### src/rtl/cbr_pkg.sv
package cbr_pkg;
  localparam int BURST_LEN = 4;
  localparam int BEAT_W    = $clog2(BURST_LEN);

  // strobes from control to datapath, one set per cycle
  typedef struct packed {
    logic              load;   // take a new start column
    logic              issue;  // send the current column this cycle
    logic              flush;  // drop everything in flight
    logic [BEAT_W-1:0] beat;   // beat index of the issued column
    logic              last;   // issued column is the final beat
  } cbr_strobe_t;
endpackage

### src/rtl/cbr_ctrl.sv
module cbr_ctrl
  import cbr_pkg::*;
(
  input  logic        clk,
  input  logic        rstN,
  input  logic        reqValid,
  output cbr_strobe_t strb
);
  logic              active;
  logic [BEAT_W-1:0] beatCnt;

  always_comb begin
    strb.load  = reqValid;
    strb.flush = reqValid;
    strb.issue = active && !reqValid;
    strb.beat  = beatCnt;
    strb.last  = (beatCnt == BEAT_W'(BURST_LEN - 1));
  end

  always_ff @(posedge clk or negedge rstN) begin
    if (!rstN) begin
      active  <= 1'b0;
      beatCnt <= '0;
    end else if (reqValid) begin
      active  <= 1'b1;
      beatCnt <= '0;
    end else if (active) begin
      if (beatCnt == BEAT_W'(BURST_LEN - 1)) active <= 1'b0;
      beatCnt <= beatCnt + 1'b1;
    end
  end

  // an accepted request always restarts the beat sequence at zero
  a_r7_restart: assert property (@(posedge clk) disable iff (!rstN)
    reqValid |=> (active && beatCnt == '0));
endmodule

### src/rtl/cbr_datapath.sv
module cbr_datapath
  import cbr_pkg::*;
#(
  parameter int COL_W   = 8,
  parameter int DATA_W  = 16,
  parameter int MEM_LAT = 3
) (
  input  logic              clk,
  input  logic              rstN,
  input  cbr_strobe_t       strb,
  input  logic [COL_W-1:0]  reqCol,
  input  logic [DATA_W-1:0] memData,
  output logic              memColValid,
  output logic [COL_W-1:0]  memCol,
  output logic              wordValid,
  output logic [DATA_W-1:0] wordData,
  output logic [BEAT_W-1:0] wordBeat,
  output logic              wordLast
);
  localparam int TAG_N = MEM_LAT + 1;

  logic [COL_W-1:0]             colReg;
  logic [TAG_N-1:0]             tagV;
  logic [TAG_N-1:0]             tagLast;
  logic [TAG_N-1:0][BEAT_W-1:0] tagBeat;

  // issue stage and tag pipeline tracking the memory latency
  always_ff @(posedge clk or negedge rstN) begin
    if (!rstN) begin
      colReg  <= '0;
      memCol  <= '0;
      tagV    <= '0;
      tagLast <= '0;
      tagBeat <= '0;
    end else begin
      if (strb.load)
        colReg <= reqCol;
      else if (strb.issue)
        colReg <= {colReg[COL_W-1:BEAT_W], colReg[BEAT_W-1:0] + 1'b1};
      if (strb.issue) memCol <= colReg;
      tagV[0]    <= strb.issue;
      tagBeat[0] <= strb.beat;
      tagLast[0] <= strb.last;
      for (int j = 1; j < TAG_N; j++) begin
        tagV[j]    <= strb.flush ? 1'b0 : tagV[j-1];
        tagBeat[j] <= tagBeat[j-1];
        tagLast[j] <= tagLast[j-1];
      end
    end
  end

  assign memColValid = tagV[0];

  // capture stage
  always_ff @(posedge clk or negedge rstN) begin
    if (!rstN) begin
      wordValid <= 1'b0;
      wordData  <= '0;
      wordBeat  <= '0;
      wordLast  <= 1'b0;
    end else begin
      wordValid <= !strb.flush && tagV[TAG_N-1];
      wordLast  <= !strb.flush && tagV[TAG_N-1] && tagLast[TAG_N-1];
      wordData  <= memData;
      wordBeat  <= tagBeat[TAG_N-1];
    end
  end

  // back-to-back column strobes step inside the aligned group
  a_r4_col_wrap: assert property (@(posedge clk) disable iff (!rstN)
    (memColValid && $past(memColValid)) |->
      (memCol[COL_W-1:BEAT_W] == $past(memCol[COL_W-1:BEAT_W]) &&
       memCol[BEAT_W-1:0] == $past(memCol[BEAT_W-1:0]) + 1'b1));

  // last flag only on the final beat
  a_r6_last_beat: assert property (@(posedge clk) disable iff (!rstN)
    (wordValid && wordLast) |-> (wordBeat == BEAT_W'(BURST_LEN - 1)));

  // a non-final word is followed by its successor or by nothing
  a_r3_beat_step: assert property (@(posedge clk) disable iff (!rstN)
    (wordValid && !wordLast) |=> (!wordValid || wordBeat == $past(wordBeat) + 1'b1));

  // an accepted request silences the output and the issue stage
  a_r7_flush_drop: assert property (@(posedge clk) disable iff (!rstN)
    $past(strb.flush) |-> (!wordValid && !memColValid));
endmodule

### src/rtl/col_burst_reader.sv
module col_burst_reader
  import cbr_pkg::*;
#(
  parameter int COL_W   = 8,
  parameter int DATA_W  = 16,
  parameter int MEM_LAT = 3
) (
  input  logic              clk,
  input  logic              rstN,
  input  logic              reqValid,
  output logic              reqReady,
  input  logic [COL_W-1:0]  reqCol,
  output logic              memColValid,
  output logic [COL_W-1:0]  memCol,
  input  logic [DATA_W-1:0] memData,
  output logic              wordValid,
  output logic [DATA_W-1:0] wordData,
  output logic [1:0]        wordBeat,
  output logic              wordLast
);
  cbr_strobe_t strb;

  assign reqReady = 1'b1;

  cbr_ctrl u_ctrl (
    .clk      (clk),
    .rstN     (rstN),
    .reqValid (reqValid),
    .strb     (strb)
  );

  cbr_datapath #(
    .COL_W   (COL_W),
    .DATA_W  (DATA_W),
    .MEM_LAT (MEM_LAT)
  ) u_dp (
    .clk         (clk),
    .rstN        (rstN),
    .strb        (strb),
    .reqCol      (reqCol),
    .memData     (memData),
    .memColValid (memColValid),
    .memCol      (memCol),
    .wordValid   (wordValid),
    .wordData    (wordData),
    .wordBeat    (wordBeat),
    .wordLast    (wordLast)
  );
endmodule

### config.mk
export PLATFORM = sky130hd
export DESIGN_NAME = col_burst_reader
export DESIGN_NICKNAME = d
export VERILOG_FILES = /design/src/rtl/cbr_pkg.sv /design/src/rtl/cbr_ctrl.sv /design/src/rtl/cbr_datapath.sv /design/src/rtl/col_burst_reader.sv
export SDC_FILE = /design/constraint.sdc
export NUM_CORES = 1
export LEC_CHECK = 0
export ABC_AREA = 1
export CAP_MARGIN = 0
export CORE_ASPECT_RATIO = 0.75
export CORE_UTILIZATION = 48
export DETAILED_ROUTE_END_ITERATION = 8
export PLACE_DENSITY = 0.82
export SLEW_MARGIN = 20
export SYNTH_ARGS = -nofsm -noshare
export SYNTH_HDL_FRONTEND = slang
export SYNTH_SLANG_ARGS = --single-unit
### constraint.sdc
create_clock -name clk -period 1.8 [get_ports clk]
set_clock_uncertainty 0.15 [all_clocks]
set_input_delay 0.36 -clock clk [delete_from_list [all_inputs] [get_ports clk]]
set_output_delay 0.36 -clock clk [all_outputs]
set_load 0.03 [all_outputs]
Word-level counts from Yosys, hierarchy flattened --
Cells that the tools add are included.
Storage, ports and cells: register bits after elaboration 55, bits in latches 0, bits in writable memories 0, memory bits (read-only) 0, input bits 27, word-level logic and storage cells 34, memories 0
Operators by class: add/sub/neg operators 2, multiply operators 0, divide/modulo/power cells 0, order comparisons 0, eq/ne operators 1, shift operators 0, multiplexer cells 10, bitwise operators 0, reductions and logical operators 6
Operator list (number):
- $mux 8 | 1
- $mux 1 | 6
- $mux 2 | 3
- $add 2x1->2 const B | 2
- $reduce_bool 2->1 | 2
- $logic_and 1x1->1 | 3
- $eq 2x2->1 const B | 1
- $logic_not 1->1 | 1

Longest topological paths before layout --
depth after elaboration 4, gate-level depth with buffers 6, gate-level depth less buffers 5

Modules after synthesis --
From an unflattened synthesis, not the netlist that was laid out.
Unflattened totals: cell total of the unflattened synthesis 130, area total of the unflattened synthesis 1732.9 sq um
By module, submodules not included:
- cbr_datapath | times used 1, cells each 110, area an instance 1564.0 sq um
- cbr_ctrl | times used 1, cells each 18, area an instance 157.7 sq um
- col_burst_reader | times used 1, cells each 2, area an instance 11.3 sq um

Worst setup path before layout --
Ideal clock, no wire load.
path type register -> register, start reg u_ctrl.active, end reg u_dp.memCol[5], setup time 118 ps, arrival time 852 ps, slack 680 ps, cell stages (with the launch flop) 7, clock period less this slack 1120 ps, cell sequence dfrtp_1 inv_2 nor2_4 inv_4 buf_12 nand2_2 o21ai_2
RTL lines:
- start: declaration | line cbr_ctrl.sv:9 | logic active;
- start signal: assignment | line cbr_ctrl.sv:22 | active <= 1'b0;
- start signal: assignment | line cbr_ctrl.sv:25 | active <= 1'b1;
- start signal: assignment | line cbr_ctrl.sv:28 | if (beatCnt == BEAT_W'(BURST_LEN - 1)) active <= 1'b0;
- end signal: assignment | line cbr_datapath.sv:40 | if (strb.issue) memCol <= colReg;
- end: declaration | line cbr_datapath.sv:14 | output logic [COL_W-1:0] memCol,

Final worst setup path --
start reg u_dp.tagV[0], end out memColValid
RTL lines:
- start: declaration | line cbr_datapath.sv:23 | logic [TAG_N-1:0] tagV;
- start signal: assignment | line cbr_datapath.sv:41 | tagV[0] <= strb.issue;
- start signal: indexed assignment | line cbr_datapath.sv:45 | tagV[j] <= strb.flush ? 1'b0 : tagV[j-1];
- end: declaration | line col_burst_reader.sv:13 | output logic memColValid,
No word-level cell between the ends.

==> results.json <==
{
  "outcome": "finished, final reports clean",
  "drcViolationCount": 0,
  "drt-wirelength-per-cell_um": 13.0,
  "area.sequential_um2": 1380,
  "first_global_vias": 990,
  "nNetsFinal": 215,
  "pwr_density_cell_nw_per_um2": 1120,
  "areaGrowthSynthToFinish_pct": 40.0,
  "dr.pass1.iters": 4,
  "finalMaxSlewViolations": 0,
  "fp.dieH_um": 54.2,
  "floorplan.die.width_um": 71.7,
  "min_period_over_period_pct": 88.0,
  "place.gp.congestion": 0.808,
  "final-hold-violation-count": 0,
  "cp.buffers_inverters": 1,
  "synth_fp_nets": 153,
  "global_route_wire_length_before_repair_um": 4640,
  "family_with_the_most_delay_on_the_worst_path": "buffers and inverters",
  "clkLatencyLatePin_ns": 0.30,
  "port_buffers": 55,
  "timing_worst_setup_path_type": "flip-flop to primary output",
  "path_cells": "dlygate4sd2_1",
  "mostFrequentLayoutCell": "dfrtp_1",
  "dieArea_um2": 3890,
  "power.total_mw": 2.74,
  "ys_warn_count": 0,
  "cp_data_arrival_time_ns": 1.07,
  "end_kind": "primary output",
  "syn_inst": 125,
  "cp.required_ns": 1.29,
  "syn-mean-instance-area_um2": 14.0,
  "ios": 57,
  "cts-root-to-sink-buffers": 2,
  "dpl-instance-area_um2": 2340,
  "yosys_reg_bits": 55,
  "static-leakage-power_nw": 1.22,
  "clock_tree.root_cell": "clkbuf_8",
  "syn-cell-area_um2": 1750,
  "total_inserted_antenna_cells": 0,
  "rsz0062_at_grt": "false",
  "synth_cell_types": 20,
  "post-cts-setup-buffer-count": 0,
  "antenna_nets_post_route": 0,
  "n_fill_cell": 234,
  "cts_buffers": 5,
  "ir_worst_vdd_mv": 0.696,
  "dpl.hpwl_um": 2100,
  "wl_um": 2970,
  "most-common-layout-cells": "dfrtp_1 (55), dlygate4sd2_1 (29), clkdlybuf4s50_1 (25), nand2_1 (20), inv_1 (13)",
  "critical-path-max-stage-delay_ns": 0.41,
  "fp-row-count": 18,
  "path_max_fanout": 2,
  "placed_cells_incl_taps": 219,
  "via_count": 1041,
  "overall_overflow_remaining_after_global_route": 0,
  "grt.total_usage_pct": 16.9,
  "initial_cell_density_of_the_core_pct": 51.7,
  "postLayoutCellArea_um2": 2450,
  "ys_seq_area_share_pct": 78.8,
  "cts_tree": "yes",
  "number_of_endpoints_failing_setup_at_the_final_stage": 0,
  "drt-initial-drc-count": 57,
  "finish.cell_count_without_fillers": 228,
  "crit_slowest_cell": "dlygate4sd2_1",
  "antenna_violations_before_repair": 0,
  "htree_levels": 2,
  "fin_crit_ns": 1.58,
  "clock_sink_count": 55,
  "placeableCoreArea_um2": 3380,
  "cts.reportedPaths.clkPinSlew_ns": 0.09,
  "cap_violations": 0,
  "multiInputGateArea_um2": 274,
  "setup.worst_path.start_class": "flip-flop",
  "tns_ns": 0,
  "drive_above_1_share_pct": 12.8,
  "hold_path.class": "flip-flop to flip-flop",
  "grt_max_degree": 56,
  "vias_per_cell": 4.57,
  "max_freq_mhz": 631
}
## cell type report
class	count	share of cell area [%]
sequential	55	56.3
tap	40	2.05
clock inverter	2	2.46
timing repair buffer	59	22.7
multi-input combinational	51	11.2
inverter	15	2.40
clock buffer	6	2.97
## final timing paths
check,startpoint,endpoint,slack [ns],cells past startpoint
setup / recovery,u_dp.tagV[0]$_DFF_PN0_,memColValid,0.22,1
hold / removal,u_dp.tagLast[0]$_DFF_PN0_,u_dp.tagLast[1]$_DFF_PN0_,0.20,0
setup reg to reg,u_ctrl.active$_DFF_PN0_,u_dp.memCol[3]$_DFFE_PN0P_,0.63,5
hold reg to reg,u_dp.tagLast[0]$_DFF_PN0_,u_dp.tagLast[1]$_DFF_PN0_,0.20,0
max in group asynchronous,rstN,u_ctrl.beatCnt[1]$_DFFE_PN0P_,0.84,3
min in group asynchronous,rstN,u_dp.tagLast[1]$_DFF_PN0_,0.43,3
## flip-flops by register name, indices dropped and copies added (netlist names)
name,count
u_ctrl.beatCnt,2
u_dp.wordBeat,2
u_dp.memCol,8
u_dp.wordLast,1
u_dp.tagLast,4
u_dp.wordData,16
u_dp.tagBeat,8
u_dp.wordValid,1
u_dp.tagV,4
u_dp.colReg,8
u_ctrl.active,1
## cell families after synthesis
| group | after synthesis | share of synthesized area [%] |
|---|---|---|
| adder cells (fa/ha/maj) | 1 | 0.716 |
| AO/OA/AOI/OAI | 17 | 6.73 |
| other | 1 | 0.215 |
| buffers and inverters | 19 | 5.52 |
| AND/OR/NAND/NOR | 32 | 8.02 |
| flip-flops | 55 | 78.8 |
## cells in the mapped netlist
library cell	count	area share, %
dfrtp_1	55	79
nand2_1	20	4.3
inv_1	13	2.8
o21ai_2	8	4.0
o21ai_0	7	2.0
nor2_1	5	1.1
buf_2	2	0.57
nand2_2	2	0.72
nand3_1	2	0.57
a21oi_1	1	0.29
and3_1	1	0.36
buf_12	1	1.1
buf_4	1	0.43
conb_1	1	0.21
ha_1	1	0.72
inv_2	1	0.21
inv_4	1	0.36
nand4_1	1	0.36
nor2_4	1	0.64
o21a_1	1	0.43
## power breakdown
part,switching (mW),internal (mW)
logic,0.252,0.156
registers,0.0542,1.36
clock network,0.364,0.555
total,0.670,2.08
## routing by layer
metal  up-vias  GRT usage (%)  wire [um]
met2        19           27.2       1540
met4         0           8.82         65
met3         6           4.97         90
met5         -              0          0
li1        508              -          -
met1       508           21.5       1280
## stage by stage
step	hold slack [ns]	util (%)	setup WS [ns]
after global placement	0.182	69.3	0.190
after CTS	0.202	72.4	0.203
final	0.198	72.4	0.216
after floorplan	-0.0856	-	0.680
after detailed placement	0.186	69.3	0.129
after global routing	0.211	72.4	0.169
## timing repair
| item | 4_1_cts | 5_1_grt |
|---|---|---|
| endpoints found under the setup margin | 29 | 0 |
| hold buffers | 1 | 0 |
| hold endpoints to repair | 55 | 0 |
| resized for setup | 29 | 0 |
(Power assumes the default switching activity.)
